$ cat src/rtl/bbr_pkg.sv
package bbr_pkg;
    localparam int BYTE_W  = 8;
    localparam int WORD_W  = 2 * BYTE_W;
    localparam int NUM_REG = 4;
    localparam int IDX_W   = $clog2(NUM_REG);

    // index 0 counter, 1 compare A, 2 compare B, 3 capture (read-only)
    localparam logic [NUM_REG-1:0] WRITABLE = 4'b0111;

    typedef enum logic [2:0] {
        ACC_IDLE,
        ACC_RD_LO,
        ACC_RD_HI,
        ACC_WR_LO,
        ACC_WR_HI,
        ACC_UNMAP
    } acc_e;
endpackage

$ cat src/rtl/bbr_decode.sv
module bbr_decode
    import bbr_pkg::*;
#(
    parameter int ADDR_W = 4
) (
    input  logic [ADDR_W-1:0]  addr,
    input  logic               rd,
    input  logic               wr,
    output acc_e               kind,
    output logic [NUM_REG-1:0] sel
);
    localparam int MAP_SPAN = 2 * NUM_REG;

    logic             mapped;
    logic [IDX_W-1:0] idx;

    assign mapped = (addr < ADDR_W'(MAP_SPAN));
    assign idx    = addr[IDX_W:1];

    always_comb begin
        kind = ACC_IDLE;
        sel  = '0;
        if (rd || wr) begin
            if (!mapped) begin
                kind = ACC_UNMAP;
            end else begin
                sel[idx] = 1'b1;
                // read strobe takes priority over write strobe
                unique case ({rd, addr[0]})
                    2'b10:   kind = ACC_RD_LO;
                    2'b11:   kind = ACC_RD_HI;
                    2'b00:   kind = ACC_WR_LO;
                    default: kind = ACC_WR_HI;
                endcase
            end
        end
    end
endmodule

$ cat src/rtl/bbr_temp.sv
module bbr_temp
    import bbr_pkg::*;
(
    input  logic                        clk,
    input  logic                        rst_n,
    input  acc_e                        kind,
    input  logic [NUM_REG-1:0]          sel,
    input  logic [NUM_REG*BYTE_W-1:0]   live_hi,
    input  logic [BYTE_W-1:0]           wdata,
    output logic [BYTE_W-1:0]           temp_q
);
    logic [BYTE_W-1:0] pick_hi;

    always_comb begin
        pick_hi = '0;
        for (int i = 0; i < NUM_REG; i++) begin
            if (sel[i]) pick_hi = live_hi[i*BYTE_W +: BYTE_W];
        end
    end

    always_ff @(posedge clk) begin
        if (!rst_n) begin
            temp_q <= '0;
        end else begin
            unique case (kind)
                ACC_RD_LO: temp_q <= pick_hi;
                ACC_WR_HI: temp_q <= wdata;
                default:   temp_q <= temp_q;
            endcase
        end
    end


    unmap_keeps_temp_chk: assert property (@(posedge clk) disable iff (!rst_n)
        (kind == ACC_UNMAP) |=> $stable(temp_q));


    reset_clears_temp_chk: assert property (@(posedge clk)
        $past(!rst_n) |-> (temp_q == '0));
endmodule

$ cat src/rtl/bbr_rdmux.sv
module bbr_rdmux
    import bbr_pkg::*;
(
    input  acc_e                        kind,
    input  logic [NUM_REG-1:0]          sel,
    input  logic [NUM_REG*BYTE_W-1:0]   live_lo,
    input  logic [BYTE_W-1:0]           temp_q,
    output logic [BYTE_W-1:0]           rdata
);
    always_comb begin
        rdata = '0;
        unique case (kind)
            ACC_RD_LO: begin
                for (int i = 0; i < NUM_REG; i++) begin
                    if (sel[i]) rdata = live_lo[i*BYTE_W +: BYTE_W];
                end
            end
            ACC_RD_HI: rdata = temp_q;
            default:   rdata = '0;
        endcase
    end
endmodule

$ cat src/rtl/bbr_top.sv
module bbr_top
    import bbr_pkg::*;
#(
    parameter int ADDR_W = 4
) (
    input  logic              clk,
    input  logic              rst_n,
    input  logic [ADDR_W-1:0] bus_addr,
    input  logic [7:0]        bus_wdata,
    input  logic              bus_rd,
    input  logic              bus_wr,
    output logic [7:0]        bus_rdata,
    input  logic [15:0]       cnt_q,
    input  logic [15:0]       cmpa_q,
    input  logic [15:0]       cmpb_q,
    input  logic [15:0]       cap_q,
    output logic [15:0]       reg_wdata,
    output logic              cnt_we,
    output logic              cmpa_we,
    output logic              cmpb_we
);
    acc_e                      kind;
    logic [NUM_REG-1:0]        sel;
    logic [NUM_REG-1:0]        we_vec;
    logic [BYTE_W-1:0]         temp_q;
    logic [NUM_REG*BYTE_W-1:0] live_hi;
    logic [NUM_REG*BYTE_W-1:0] live_lo;

    assign live_hi = {cap_q[15:8], cmpb_q[15:8], cmpa_q[15:8], cnt_q[15:8]};
    assign live_lo = {cap_q[7:0],  cmpb_q[7:0],  cmpa_q[7:0],  cnt_q[7:0]};

    bbr_decode #(.ADDR_W(ADDR_W)) u_decode (
        .addr (bus_addr),
        .rd   (bus_rd),
        .wr   (bus_wr),
        .kind (kind),
        .sel  (sel)
    );

    bbr_temp u_temp (
        .clk     (clk),
        .rst_n   (rst_n),
        .kind    (kind),
        .sel     (sel),
        .live_hi (live_hi),
        .wdata   (bus_wdata),
        .temp_q  (temp_q)
    );

    bbr_rdmux u_rdmux (
        .kind    (kind),
        .sel     (sel),
        .live_lo (live_lo),
        .temp_q  (temp_q),
        .rdata   (bus_rdata)
    );

    generate
        for (genvar g = 0; g < NUM_REG; g++) begin : g_commit
            if (WRITABLE[g]) begin : g_rw
                assign we_vec[g] = (kind == ACC_WR_LO) && sel[g];
            end else begin : g_ro
                assign we_vec[g] = 1'b0;
            end
        end
    endgenerate

    assign reg_wdata = {temp_q, bus_wdata};
    assign cnt_we    = we_vec[0];
    assign cmpa_we   = we_vec[1];
    assign cmpb_we   = we_vec[2];


    snapshot_hi_chk: assert property (@(posedge clk) disable iff (!rst_n)
        (bus_rd && bus_addr == ADDR_W'(1) && $past(bus_rd && bus_addr == ADDR_W'(0)))
        |-> (bus_rdata == $past(cnt_q[15:8])));


    commit_pair_chk: assert property (@(posedge clk) disable iff (!rst_n)
        (bus_wr && !bus_rd && bus_addr == ADDR_W'(0)
         && $past(bus_wr && !bus_rd && bus_addr == ADDR_W'(1)))
        |-> (cnt_we && reg_wdata == {$past(bus_wdata), bus_wdata}));


    single_enable_chk: assert property (@(posedge clk) disable iff (!rst_n)
        $onehot0(we_vec));


    capture_no_commit_chk: assert property (@(posedge clk) disable iff (!rst_n)
        (bus_addr == ADDR_W'(6)) |-> !(cnt_we || cmpa_we || cmpb_we || we_vec[3]));


    idle_rdata_zero_chk: assert property (@(posedge clk) disable iff (!rst_n)
        !bus_rd |-> (bus_rdata == 8'h00));


    hi_write_no_enable_chk: assert property (@(posedge clk) disable iff (!rst_n)
        (bus_wr && bus_addr[0]) |-> !(cnt_we || cmpa_we || cmpb_we));
endmodule

$ cat config.mk
export PLATFORM = sky130hd
export DESIGN_NAME = bbr_top
export DESIGN_NICKNAME = d
export VERILOG_FILES = /design/src/rtl/bbr_pkg.sv /design/src/rtl/bbr_decode.sv /design/src/rtl/bbr_temp.sv /design/src/rtl/bbr_rdmux.sv /design/src/rtl/bbr_top.sv
export SDC_FILE = /design/constraint.sdc
export NUM_CORES = 1
export LEC_CHECK = 0
export BUFFER_PORTS_ARGS = -buffer_cell sky130_fd_sc_hd__buf_2
export CORE_ASPECT_RATIO = 0.8
export CORE_MARGIN = 2
export CORE_UTILIZATION = 34
export DETAILED_ROUTE_END_ITERATION = 6
export PLACE_DENSITY = 0.86
export SLEW_MARGIN = 20
export SYNTH_ARGS = -nofsm -noshare
export SYNTH_HDL_FRONTEND = slang
export SYNTH_SLANG_ARGS = --single-unit
$ cat constraint.sdc
create_clock -name clk -period 1.6 [get_ports clk]
set_clock_uncertainty 0.2 [all_clocks]
set_input_delay 0.08 -clock clk [delete_from_list [all_inputs] [get_ports clk]]
set_output_delay 0.08 -clock clk [all_outputs]
set_load 0.03 [all_outputs]
==> key figures, run 1 <==
Outcome
  – Status: finished, violations left
  – Failing checks: hold timing, setup timing

Synthesis
  – Simple-Gate Fraction of Synth Area: between 20% and 30%
  – Synth Net Count: 230
  – Top cell type's share of synthesized area: between 10 and 15%
  – Post-synthesis xor/xnor area fraction: 0%
  – Area contributors post-synth: dfxtp_1, o211ai_1, mux2i_1
  – Post-synth EDFFs: 0
  – Ys Warns: 0
  – Main synth FF type: dfxtp_1
  – FF+latch count, synth: 8
  – Synth Area in Adders: under 10%
  – Synth Area in Compound Gates: approximately 44%
  – Synth cell types: 33
  – Mapped Cells: 147
  – Ys async rst share: 0%
  – Syn Area/Cell: just under 8 µm²
  – Main combinational cell family by area after synthesis: compound AO/OA/AOI/OAI gates
  – Sequential area share after synthesis: ~14%
  – Post-synthesis mux area share: 6.84%
  – Cell taking the most area after synthesis: dfxtp_1
  – Synth Cell Area: roughly 0.0012 mm²

Setup path
  – Reg2Reg Depth: 2
  – Slack of the worst reg-to-reg path: ~580 ps
  – Crit-path cells: buf_12 > inv_8 > ha_4 > buf_6 > nor4_4 > buf_6 > nand2_2 > o21ai_4 > buf_6
  – Crit end category: output port
  – Critical path required time: roughly 1300 ps
  – Worst-path fanout max: 8
  – CP startpoint kind: input pin
  – Worst EP arrival: around 1400 ps
  – CP max stage delay: roughly 270 ps
  – CP top delay family: buffers and inverters
  – CP Class: in -> out
  – Crit path launch: bus_rd
  – Most frequent CP cell: buf_6
  – CP max-delay cell: nor4_4
  – R2r startpoint: u_temp.temp_q[2]
  – Reg2reg end: u_temp.temp_q[2]
  – Worst path buffer plus inverter count: 5

Floorplan
  – Full die area: 0.00393 mm²
  – Initial Utilization: a little over a third
  – Die height: approximately 56 µm
  – Die W: 69.6 µm
  – Ports: between 100 and 150
  – Row cnt: 19
  – Core Area: ~0.0034 mm²

Clock network
  – Max clock buf depth: 2
  – Clk slew on worst S/H paths: 40 ps
  – CTS Sinks: 8
  – H-tree depth: 1
  – Worst skew pair latency: 220 ps
  – CTS tree: yes
  – Setup Fix Bufs, Post-CTS: 0
  – Root Driver: clkbuf_8
  – CTS buffer count: 3

Route
  – DRC violations left: 0
  – Iteration-0 DRC Markers: 39
  – Post-route ant nets: 0
  – Pre-antenna DRT Iters: 4
  – Post-Route M1 WL: between 1500 and 2000 µm
  – Vias/cell: about 5.3
  – Vias: roughly 1700
  – Wire length on met2: about 2300 µm
  – Routed WL: about 4500 µm
  – Top Metal Used: met4
  – Metal3 WL: 371 µm
  – DR WL/cell: roughly 15 µm

Placement
  – Worst slack at placement: -194 ps
  – DP HPWL: approximately 3300 µm
  – RD Place Congestion: roughly 0.75
  – Placed Area: 0.00181 mm²
  – Port bufs: roughly 110

STA
  – Final hold vios: 1
  – Worst setup margin: -34.5 ps
  – # setup viols final: 8
  – Max Clk Rate: 0.612 GHz
  – Slew headroom: between 70 and 80%
  – Final worst path period need: ~1600 ps
  – Hold Slack: -3.37 ps
  – Least-Margin Pin Slew: approximately 310 ps
  – Slew Limit Fails: 0
  – Tcrit/Tclk final: 102%
  – Unrepaired setup endpoints after global routing: yes

Global routing
  – First-pass GRT wire length: 7180 µm
  – Vias in the first global route: approximately 1600
  – Initial antenna violation count: 0
  – Largest net degree at the start of global routing: 27
  – Total gr overflow: 0
  – All-Layer GR Usage: ~23%

Power and ir drop
  – Cell Pwr Density: 447 mW/mm²
  – Worst IR Drop VDD: 0.000208 V
  – Total power draw: between 900 and 1000 µW
  – Leakage: about 0.0010 µW

Worst hold path
  – Hold Path Depth: 3
  – Hold crit path type: in -> reg
  – End of the worst hold path: u_temp.temp_q[3]
  – Origin of the worst min-delay path: bus_wdata[3]

Job
  – Max-Cap Viols: 0

Layout
  – Reg with most FFs: u_temp.temp_q
  – FILL cells: 260
  – Final Core Density: about 65%
  – Layout area overhead: 87.1%
  – Layout cell share with drive strength beyond 1: between 50% and 60%
  – Final Cell Area: roughly 0.0022 mm²
  – Final net count: 354
  – Largest registers: u_temp.temp_q (8)
  – Largest register FFs: 8
  – Antenna diodes: 0
[final cells by class]
type | instances | area (µm²) | share of cell area, %
multi-input combinational | 117 | 1010 | 46.0
timing repair buffer | 137 | 900 | 41.1
sequential | 8 | 160 | 7.32
tap | 42 | 52.6 | 2.40
clock buffer | 3 | 41.3 | 1.89
inverter | 4 | 27.5 | 1.26
[stage by stage]
step | TNS (ps) | cells | hold WS, ps
after global placement | -2060 | 295 | 152
after CTS | -253 | 312 | 2.98
after floorplan | -145 | 147 | 61.0
final | -140 | 311 | -3.37
after detailed placement | -2630 | 295 | 160
after global routing | -384 | 311 | 45.4
[synthesized netlist by cell type (2+ instances only)]
cell type / count
nor2_1: 2
nor4_4: 2
ha_1: 3
o21ai_0: 16
o221ai_1: 8
mux2i_1: 8
nor2b_1: 2
buf_2: 4
dfxtp_1: 8
a22oi_1: 8
buf_4: 8
clkbuf_1: 3
and2b_1: 6
buf_6: 2
inv_1: 3
or3_1: 2
o211ai_1: 16
nand2_1: 17
a211o_1: 8
o21ai_2: 8
[how the worst max path moves through the flow]
stage                               to  slack [ps]  depth (start not counted)
after floorplan           bus_rdata[1]         -20                          6
after detailed placement  bus_rdata[1]        -190                          8
final                     bus_rdata[5]         -30                          9
after global routing      bus_rdata[6]         -60                          7
after global placement    bus_rdata[7]        -170                          8
after CTS                 bus_rdata[1]         -40                          8
[tightest hold or removal path, delay by kind of cell]
family                 cells  cell delay (ps)
AO/OA/AOI/OAI              2              220
buffers and inverters      1               90
[layer usage]
| metal | up-vias | GRT usage, % |
|---|---|---|
| li1 | 805 | - |
| met5 | - | 0 |
| met3 | 6 | 3.77 |
| met4 | 0 | 5.60 |
| met2 | 90 | 40.9 |
| met1 | 751 | 28.1 |
[power by group]
group / total [µW] / internal (µW) / leakage (µW) / switching [µW]
sequential: 225 / 210 / 0.0000649 / 14.8
clock: 243 / 163 / 0.0000216 / 80.3
combinational: 510 / 253 / 0.000949 / 257
[logic make-up after synthesis]
logic type / Yosys count
AOI/OAI and AO/OA: 68
muxes: 8
and+or+nand+nor: 38
adders and majority gates: 3
DFF: 8
buffers and inverters: 22
[repair_timing]
item	CTS	global route
pin swaps	9	3
setup endpoints to repair	9	10
gates resized for setup	39	15
hold buffers	14	0
endpoints found under the hold margin	8	0
[placed cells by master (no fill, tap or decap)]
cell type,n
or2_4,1
o221ai_1,8
nor3b_2,1
inv_1,1
dfxtp_1,8
a22oi_1,8
nor2_1,2
o21ai_0,16
buf_8,1
buf_6,11
nor4_4,2
clkbuf_8,3
nand3_2,2
or3_4,1
o211ai_1,16
inv_2,1
nor3_1,1
inv_6,1
o21ba_2,1
nand2_1,9
buf_2,95
nand2_4,2
o21ai_2,2
nand2_2,6
nor2b_1,2
nor3_2,1
dlygate4sd3_1,14
a211o_1,8
o21bai_4,1
o21ai_4,6
mux2i_1,8
and2b_1,6
o21bai_2,1
inv_8,1
buf_12,2
or3_1,1
nand2b_2,1
ha_4,3
a31oi_2,1
buf_4,14
(Power assumes the default switching activity.)
==> run 2: changes to the inputs <==
--- a/config.mk
+++ b/config.mk
@@ -10,7 +10,7 @@
 export CORE_MARGIN = 2
 export CORE_UTILIZATION = 34
 export DETAILED_ROUTE_END_ITERATION = 6
-export PLACE_DENSITY = 0.86
+export PLACE_DENSITY = 0.8
 export SLEW_MARGIN = 20
 export SYNTH_ARGS = -nofsm -noshare
 export SYNTH_HDL_FRONTEND = slang
==> run 2 against run 1 <==
Against the previous run:
- the run ends with setup timing left
- register-to-register slack better by 20 ps
- power is 0.10% lower
- cell area is 0.17% lower
- clock power hardly changed
- routed wire length is 1.4% lower
- non-clock buffer count is 6 higher
- utilization is 0.11 points lower
- global-route usage is 0.42 points higher
- via count is 2.8% higher
- critical endpoint is now bus_rdata[2]
==> key figures, run 2 (synthesis gave the netlist of run 1 again) <==
Clock network
  – Worst skew pair latency: 230 ps (about the same)
  – H-tree depth: 1 (unchanged)
  – Max clock buf depth: 2 (unchanged)
  – CTS Sinks: 8 (unchanged)
  – CTS tree: yes
  – Root Driver: clkbuf_8
  – Clk slew on worst S/H paths: 40 ps (about the same)
  – CTS buffer count: 3 (unchanged)

Layout
  – Largest register FFs: 8 (unchanged)
  – Largest registers: u_temp.temp_q (8)
  – Reg with most FFs: u_temp.temp_q
  – Layout cell share with drive strength beyond 1: 58.5% (-1.3 points)
  – Antenna diodes: 0 (unchanged)
  – Most frequent cells in the layout: buf_2, buf_4, o21ai_0, o211ai_1, dlygate4sd3_1
  – Final net count: 360 (+1.7%)
  – FILL cells: 293 (+13%)
  – Layout area overhead: 86.7%
  – Final Core Density: 65.2% (-0.11 points)
  – Commonest non-fill, non-tap cell in the layout: buf_2
  – Cell Count, Final, Fillers Out: 317 (+1.9%)

Setup path
  – Worst path buffer plus inverter count: 4 (-1)
  – CP Class: in -> out
  – CP top delay family: simple AND/OR/NAND/NOR gates
  – CP max stage delay: 470 ps (+200 ps)
  – CP startpoint kind: input pin
  – R2r startpoint: u_temp.temp_q[7]
  – Reg2Reg Depth: 2 (unchanged)
  – CP max-delay cell: or3_4
  – Worst EP arrival: 1340 ps (about the same)
  – Critical path required time: 1320 ps (about the same)
  – Worst-path fanout max: 8 (unchanged)
  – Crit-path cells: buf_8 > inv_6 > ha_4 > inv_2 > or3_4 > o21ai_2 > buf_6
  – Crit path launch: bus_addr[0]
  – Crit path depth: 7 (-2)
  – Crit end category: output port

Placement
  – Dpl cells: 297 (+0.68%)
  – Port bufs: 106 (unchanged)
  – DP HPWL: 3260 µm (-1.3%)
  – RD Place Congestion: 0.767 (+2.8%)

Global routing
  – Initial antenna violation count: 0 (unchanged)
  – First-pass GRT wire length: 7420 µm (+3.5%)
  – Largest net degree at the start of global routing: 24 (-11%)
  – All-Layer GR Usage: 23.1% (+0.42 points)
  – Total gr overflow: 0 (unchanged)
  – Vias in the first global route: 1744 (+12%)

STA
  – Setup TNS: -46.1 ps (+94.2 ps)
  – Max Clk Rate: 0.619 GHz (+1.1%)
  – Unrepaired setup endpoints after global routing: yes
  – Worst setup margin: -16.2 ps (+18.3 ps)
  – Slew Limit Fails: 0 (unchanged)
  – Final worst path period need: 1620 ps (-18.3 ps)
  – Least-Margin Pin Slew: 349 ps (+34.6 ps)
  – Slew headroom: 76.7% (-2.3 points)
  – Final hold vios: 0 (-1)
  – Tcrit/Tclk final: 101% (-1.1 points)
  – # setup viols final: 4 (-4)

Route
  – Vias: 1699 (+2.8%)
  – Pre-antenna DRT Iters: 5 (+1)
  – DR WL/cell: 14.0 µm (-3.2%)
  – Vias/cell: 5.36 (+0.90%)
  – Iteration-0 DRC Markers: 91 (+130%)
  – Routed WL: 4450 µm (-1.4%)
  – Post-route ant nets: 0 (unchanged)
  – DRC violations left: 0 (unchanged)

Worst hold path
  – Origin of the worst min-delay path: bus_wdata[7]
  – Hold Path Depth: 3 (unchanged)
  – Hold crit path type: in -> reg

Floorplan
  – Initial Utilization: 34.9% (unchanged)
  – Row cnt: 19 (unchanged)
  – Die W: 69.6 µm (unchanged)
  – Full die area: 0.00393 mm² (unchanged)
  – Die height: 56.5 µm (unchanged)
  – Core Area: 0.00335 mm² (unchanged)
  – Ports: 107 (unchanged)

Power and ir drop
  – Leakage: 0.00104 µW (+0.33%)
  – Worst IR Drop VDD: 0.000215 V (+3.2%)
  – Cell Pwr Density: 448 mW/mm² (about the same)

Outcome
  – Status: finished, violations left
  – Failing checks: setup timing

Job
  – Max-Cap Viols: 0 (unchanged)
run 2: cell count changes in the layout (fill, tap and decap cells not counted), moves of 3 or more:
| cell | delta |
|---|---|
| buf_4 | +5 |
| nand2_1 | +4 |
| o21ai_2 | +4 |
| o21ai_4 | -4 |
| nand2_2 | -3 |
run 2: cell type report:
| cell class | count | area [µm²] | share of cell area, % |
|---|---|---|---|
| Multi-Input combinational cell | 117 | 960 | 43.9 |
| Clock buffer | 3 | 41.3 | 1.89 |
| Inverter | 4 | 27.5 | 1.26 |
| Sequential cell | 8 | 160 | 7.33 |
| Timing Repair Buffer | 143 | 943 | 43.2 |
| Tap cell | 42 | 52.6 | 2.41 |
run 2: where the power goes:
| group | leakage [µW] | switching (µW) | internal (µW) | total, µW |
|---|---|---|---|---|
| clock network | 0.0000216 | 79.3 | 163 | 242 |
| logic | 0.000952 | 251 | 261 | 512 |
| registers | 0.0000649 | 13.3 | 210 | 223 |
run 2: stage by stage:
stage | power, µW | instance area [µm²] | setup WS (ps) | hold WS [ps]
floorplan | 483 | 1220 | -20.7 | 61.0
global placement | 650 | 1830 | -144 | 160
detailed placement | 656 | 1830 | -165 | 159
CTS | 964 | 2150 | -22.1 | 13.2
global route | 1040 | 2180 | -47.6 | 45.9
finish | 978 | 2180 | -16.2 | 23.8
run 2: metal layers:
metal  vias up  global-route usage (%)  wire length (µm)
met5         -                       0                 0
met1       775                    26.1              1660
li1        818                       -                 -
met4         0                    7.56                94
met3        12                    4.85               401
met2        94                    43.1              2300
run 2: final timing paths:
path / slack [ps] / to
max: -20 / bus_rdata[2]
min: 20 / u_temp.temp_q[7]
max reg2reg: 600 / u_temp.temp_q[7]
min reg2reg: 330 / u_temp.temp_q[4]
run 2: timing repair:
item | CTS | global route
endpoints found under the hold margin | 8 | 0
hold buffers | 15 | 0
pin swaps | 10 | 5
setup endpoints to repair | 9 | 10
gates cloned | 0 | 0
setup buffers | 1 | 3
resized for setup | 33 | 8
run 2: tightest hold or removal path: stages:
cell	delay (ps)
buf_2	90
a22oi_1	70
o211ai_1	170
==> run 3: changes to the inputs <==
--- a/config.mk
+++ b/config.mk
@@ -5,10 +5,11 @@
 export SDC_FILE = /design/constraint.sdc
 export NUM_CORES = 1
 export LEC_CHECK = 0
+export ABC_AREA = 1
 export BUFFER_PORTS_ARGS = -buffer_cell sky130_fd_sc_hd__buf_2
 export CORE_ASPECT_RATIO = 0.8
 export CORE_MARGIN = 2
-export CORE_UTILIZATION = 34
+export CORE_UTILIZATION = 36
 export DETAILED_ROUTE_END_ITERATION = 6
 export PLACE_DENSITY = 0.8
 export SLEW_MARGIN = 20
==> run 3 against run 2 <==
Against the previous run:
- largest power group unchanged
- critical path depth unchanged
- the flow now finishes without violations
- die area increased by 11%
- sequential share of layout area decreased by 0.34 points
- setup slack improved by 27 ps
- area after synthesis increased by 18%
- utilization decreased by 3.8 points
- first-iteration DRC count increased by 15%
- routed wire length increased by 13%
==> key figures, run 3 <==
Outcome
  – Status: finished, final reports clean

Setup path
  – Reg2Reg Depth: 4 (+2)
  – CP max stage delay: 290 ps (-180 ps)
  – CP max-delay cell: nor4_4
  – Critical path required time: 1320 ps (about the same)
  – Reg2reg end: u_temp.temp_q[5]
  – Worst-path fanout max: 3 (-5)
  – CP Class: in -> out
  – Worst EP arrival: 1310 ps (-30 ps)
  – Crit end category: output port
  – CP startpoint kind: input pin
  – Crit-path cells: buf_12 > inv_8 > ha_4 > nor4_4 > nand2_2 > nor3_4 > buf_6
  – Slack of the worst reg-to-reg path: 620 ps (+20 ps)
  – R2r startpoint: u_temp.temp_q[5]

Synthesis
  – Area contributors post-synth: nand2_1, nand3_1, nor2_1
  – Synth Area in Adders: 2.72% (-0.49 points)
  – Synth Net Count: 332 (+44%)
  – Simple-Gate Fraction of Synth Area: 67.9% (+48 points)
  – Mapped Cells: 249 (+69%)
  – Sequential area share after synthesis: 11.6% (-2.1 points)
  – Ys Warns: 0 (unchanged)
  – Post-synthesis mux area share: 0% (-6.8 points)
  – Commonest cells post-synth: nand2_1, nor2_1, nand3_1
  – Main combinational cell family by area after synthesis: simple AND/OR/NAND/NOR gates
  – Top cell type's share of synthesized area: 20.4% (+6.7 points)
  – Post-synth EDFFs: 0 (unchanged)
  – Main synth FF type: dfxtp_1
  – Top-count cell post-synth: nand2_1
  – Synth cell types: 24 (-27%)
  – Cell taking the most area after synthesis: nand2_1
  – Syn Area/Cell: 5.54 µm² (-30%)
  – Ys async rst share: 0% (unchanged)
  – Post-synthesis xor/xnor area fraction: 0% (unchanged)
  – FF+latch count, synth: 8 (unchanged)
  – Synth Area in Compound Gates: 5.80% (-38 points)
  – Synth Cell Area: 0.00138 mm² (+18%)

Worst hold path
  – Hold Path Depth: 5 (+2)
  – End of the worst hold path: u_temp.temp_q[3]
  – Origin of the worst min-delay path: bus_wdata[3]
  – Hold crit path type: in -> reg

Route
  – Post-route ant nets: 0 (unchanged)
  – DR WL/cell: 12.5 µm (-11%)
  – Vias/cell: 4.99 (-6.9%)
  – Routed WL: 5050 µm (+13%)
  – Vias: 2021 (+19%)
  – Iteration-0 DRC Markers: 105 (+15%)
  – Pre-antenna DRT Iters: 4 (-1)
  – DRC violations left: 0 (unchanged)

Clock network
  – Root Driver: clkbuf_8
  – Max clock buf depth: 2 (unchanged)
  – CTS tree: yes
  – Worst skew pair latency: 230 ps (about the same)
  – CTS Sinks: 8 (unchanged)
  – Clk slew on worst S/H paths: 40 ps (about the same)
  – CTS buffer count: 3 (unchanged)
  – H-tree depth: 1 (unchanged)

Layout
  – Layout area overhead: 65.9%
  – Largest register FFs: 8 (unchanged)
  – Commonest non-fill, non-tap cell in the layout: buf_2
  – Reg with most FFs: u_temp.temp_q
  – FILL cells: 341 (+16%)
  – Antenna diodes: 0 (unchanged)
  – Final net count: 446 (+24%)
  – Most frequent cells in the layout: buf_2, nand2_1, nor2_1, nand3_1, buf_4
  – Layout cell share with drive strength beyond 1: 46.5% (-12 points)
  – Final Core Density: 61.4% (-3.8 points)
  – Largest registers: u_temp.temp_q (8)

Power and ir drop
  – Cell Pwr Density: 429 mW/mm² (-4.1%)
  – Leakage: 0.00122 µW (+18%)
  – Worst IR Drop VDD: 0.000183 V (-15%)

STA
  – # setup viols final: 0 (-4)
  – Unrepaired setup endpoints after global routing: yes
  – Least-Margin Pin Slew: 386 ps (+36.6 ps)
  – Worst setup margin: 10.4 ps (+26.6 ps)
  – Max Clk Rate: 0.629 GHz (+1.7%)
  – Tcrit/Tclk final: 99.4% (-1.7 points)
  – Final hold vios: 0 (unchanged)
  – Final worst path period need: 1590 ps (-26.6 ps)
  – Slew Limit Fails: 0 (unchanged)
  – Slew headroom: 74.2% (-2.5 points)

Placement
  – RD Place Congestion: 0.755 (-1.6%)
  – Port bufs: 106 (unchanged)
  – DP HPWL: 4040 µm (+24%)
  – Worst slack at placement: -113 ps (+51.9 ps)

Global routing
  – Largest net degree at the start of global routing: 25 (+4.2%)
  – Vias in the first global route: 1695 (-2.8%)
  – All-Layer GR Usage: 21.8% (-1.3 points)
  – Initial antenna violation count: 0 (unchanged)
  – Total gr overflow: 0 (unchanged)
  – First-pass GRT wire length: 7380 µm (-0.65%)

Floorplan
  – Full die area: 0.00435 mm² (+11%)
  – Initial Utilization: 37.0% (+2.1 points)
  – Core Area: 0.00373 mm² (+11%)
  – Row cnt: 20 (+1)
  – Die W: 73.2 µm (+5.2%)
  – Die height: 59.4 µm (+5.2%)
  – Ports: 107 (unchanged)

Job
  – Max-Cap Viols: 0 (unchanged)
[run 3: cell types whose count changed after synthesis, sizes merged, moves of 16 or more]
cell,previous run,this run
nand2,17,79
nand3,2,34
nand4,0,17
nor2,2,50
o211ai,16,0
[run 3: worst max path at each step]
stage / start / endpoint / slack [ps] / depth (start not counted)
after floorplan: bus_rd / cmpa_we / -4 / 5
after global placement: bus_rd / bus_rdata[2] / -70 / 10
after detailed placement: bus_rd / cmpa_we / -110 / 7
after CTS: bus_rd / bus_rdata[6] / 4 / 11
after global routing: bus_rd / cmpa_we / -30 / 7
final: bus_rd / cmpa_we / 10 / 7
[run 3: logic make-up (layout without fill, tap and decap cells)]
group / after synthesis / after routing
AND/OR/NAND/NOR: 193 / 193
buffers and inverters: 29 / 141
AO/OA/AOI/OAI: 16 / 16
flip-flops: 8 / 8
adder cells (fa/ha/maj): 3 / 3
[run 3: worst max-delay path: cells and delay by family]
| family | cells | cell delay, ps |
|---|---|---|
| AND/OR/NAND/NOR | 3 | 700 |
| buffers and inverters | 3 | 320 |
| adder cells (fa/ha/maj) | 1 | 210 |
[run 3: final cells by class]
cell class	count	area, µm²	area share [%]
multi-input cells	212	1180	51.4
repair buffers	128	806	35.2
flip-flops and latches	8	160	6.99
well taps	44	55.1	2.40
inverters	10	50.0	2.19
clock buffers	3	41.3	1.80
[run 3: per-stage QoR]
stage / std cells / power, µW / area (µm²) / TNS, ps / hold WS (ps)
final: 405 / 982 / 2290 / 0 / 13.5
after global routing: 405 / 1040 / 2290 / -46.7 / 36.2
after CTS: 401 / 946 / 2140 / 0 / 18.2
after detailed placement: 397 / 686 / 2060 / -1290 / 226
after global placement: 397 / 678 / 2060 / -547 / 224
after floorplan: 249 / 504 / 1460 / -3.57 / 88.6
[run 3: layer usage]
layer | vias up | routed length (µm) | track usage [%]
met4 | 0 | 28 | 5.82
li1 | 1052 | - | -
met5 | - | 0 | 0
met1 | 884 | 2330 | 29.5
met3 | 3 | 252 | 2.38
met2 | 82 | 2430 | 37.1
[run 3: what timing repair did]
action                                  4_1_cts  5_1_grt
pin swaps                                     3        5
endpoints found under the setup margin       11       10
hold endpoints to repair                      4        0
resized for setup                            12       30
setup buffers                                 0        4
hold buffers                                  1        0
[run 3: where the power goes]
part           total, µW  switching, µW  internal (µW)
combinational        511            292            219
clock                252           88.5            164
sequential           219           9.46            210
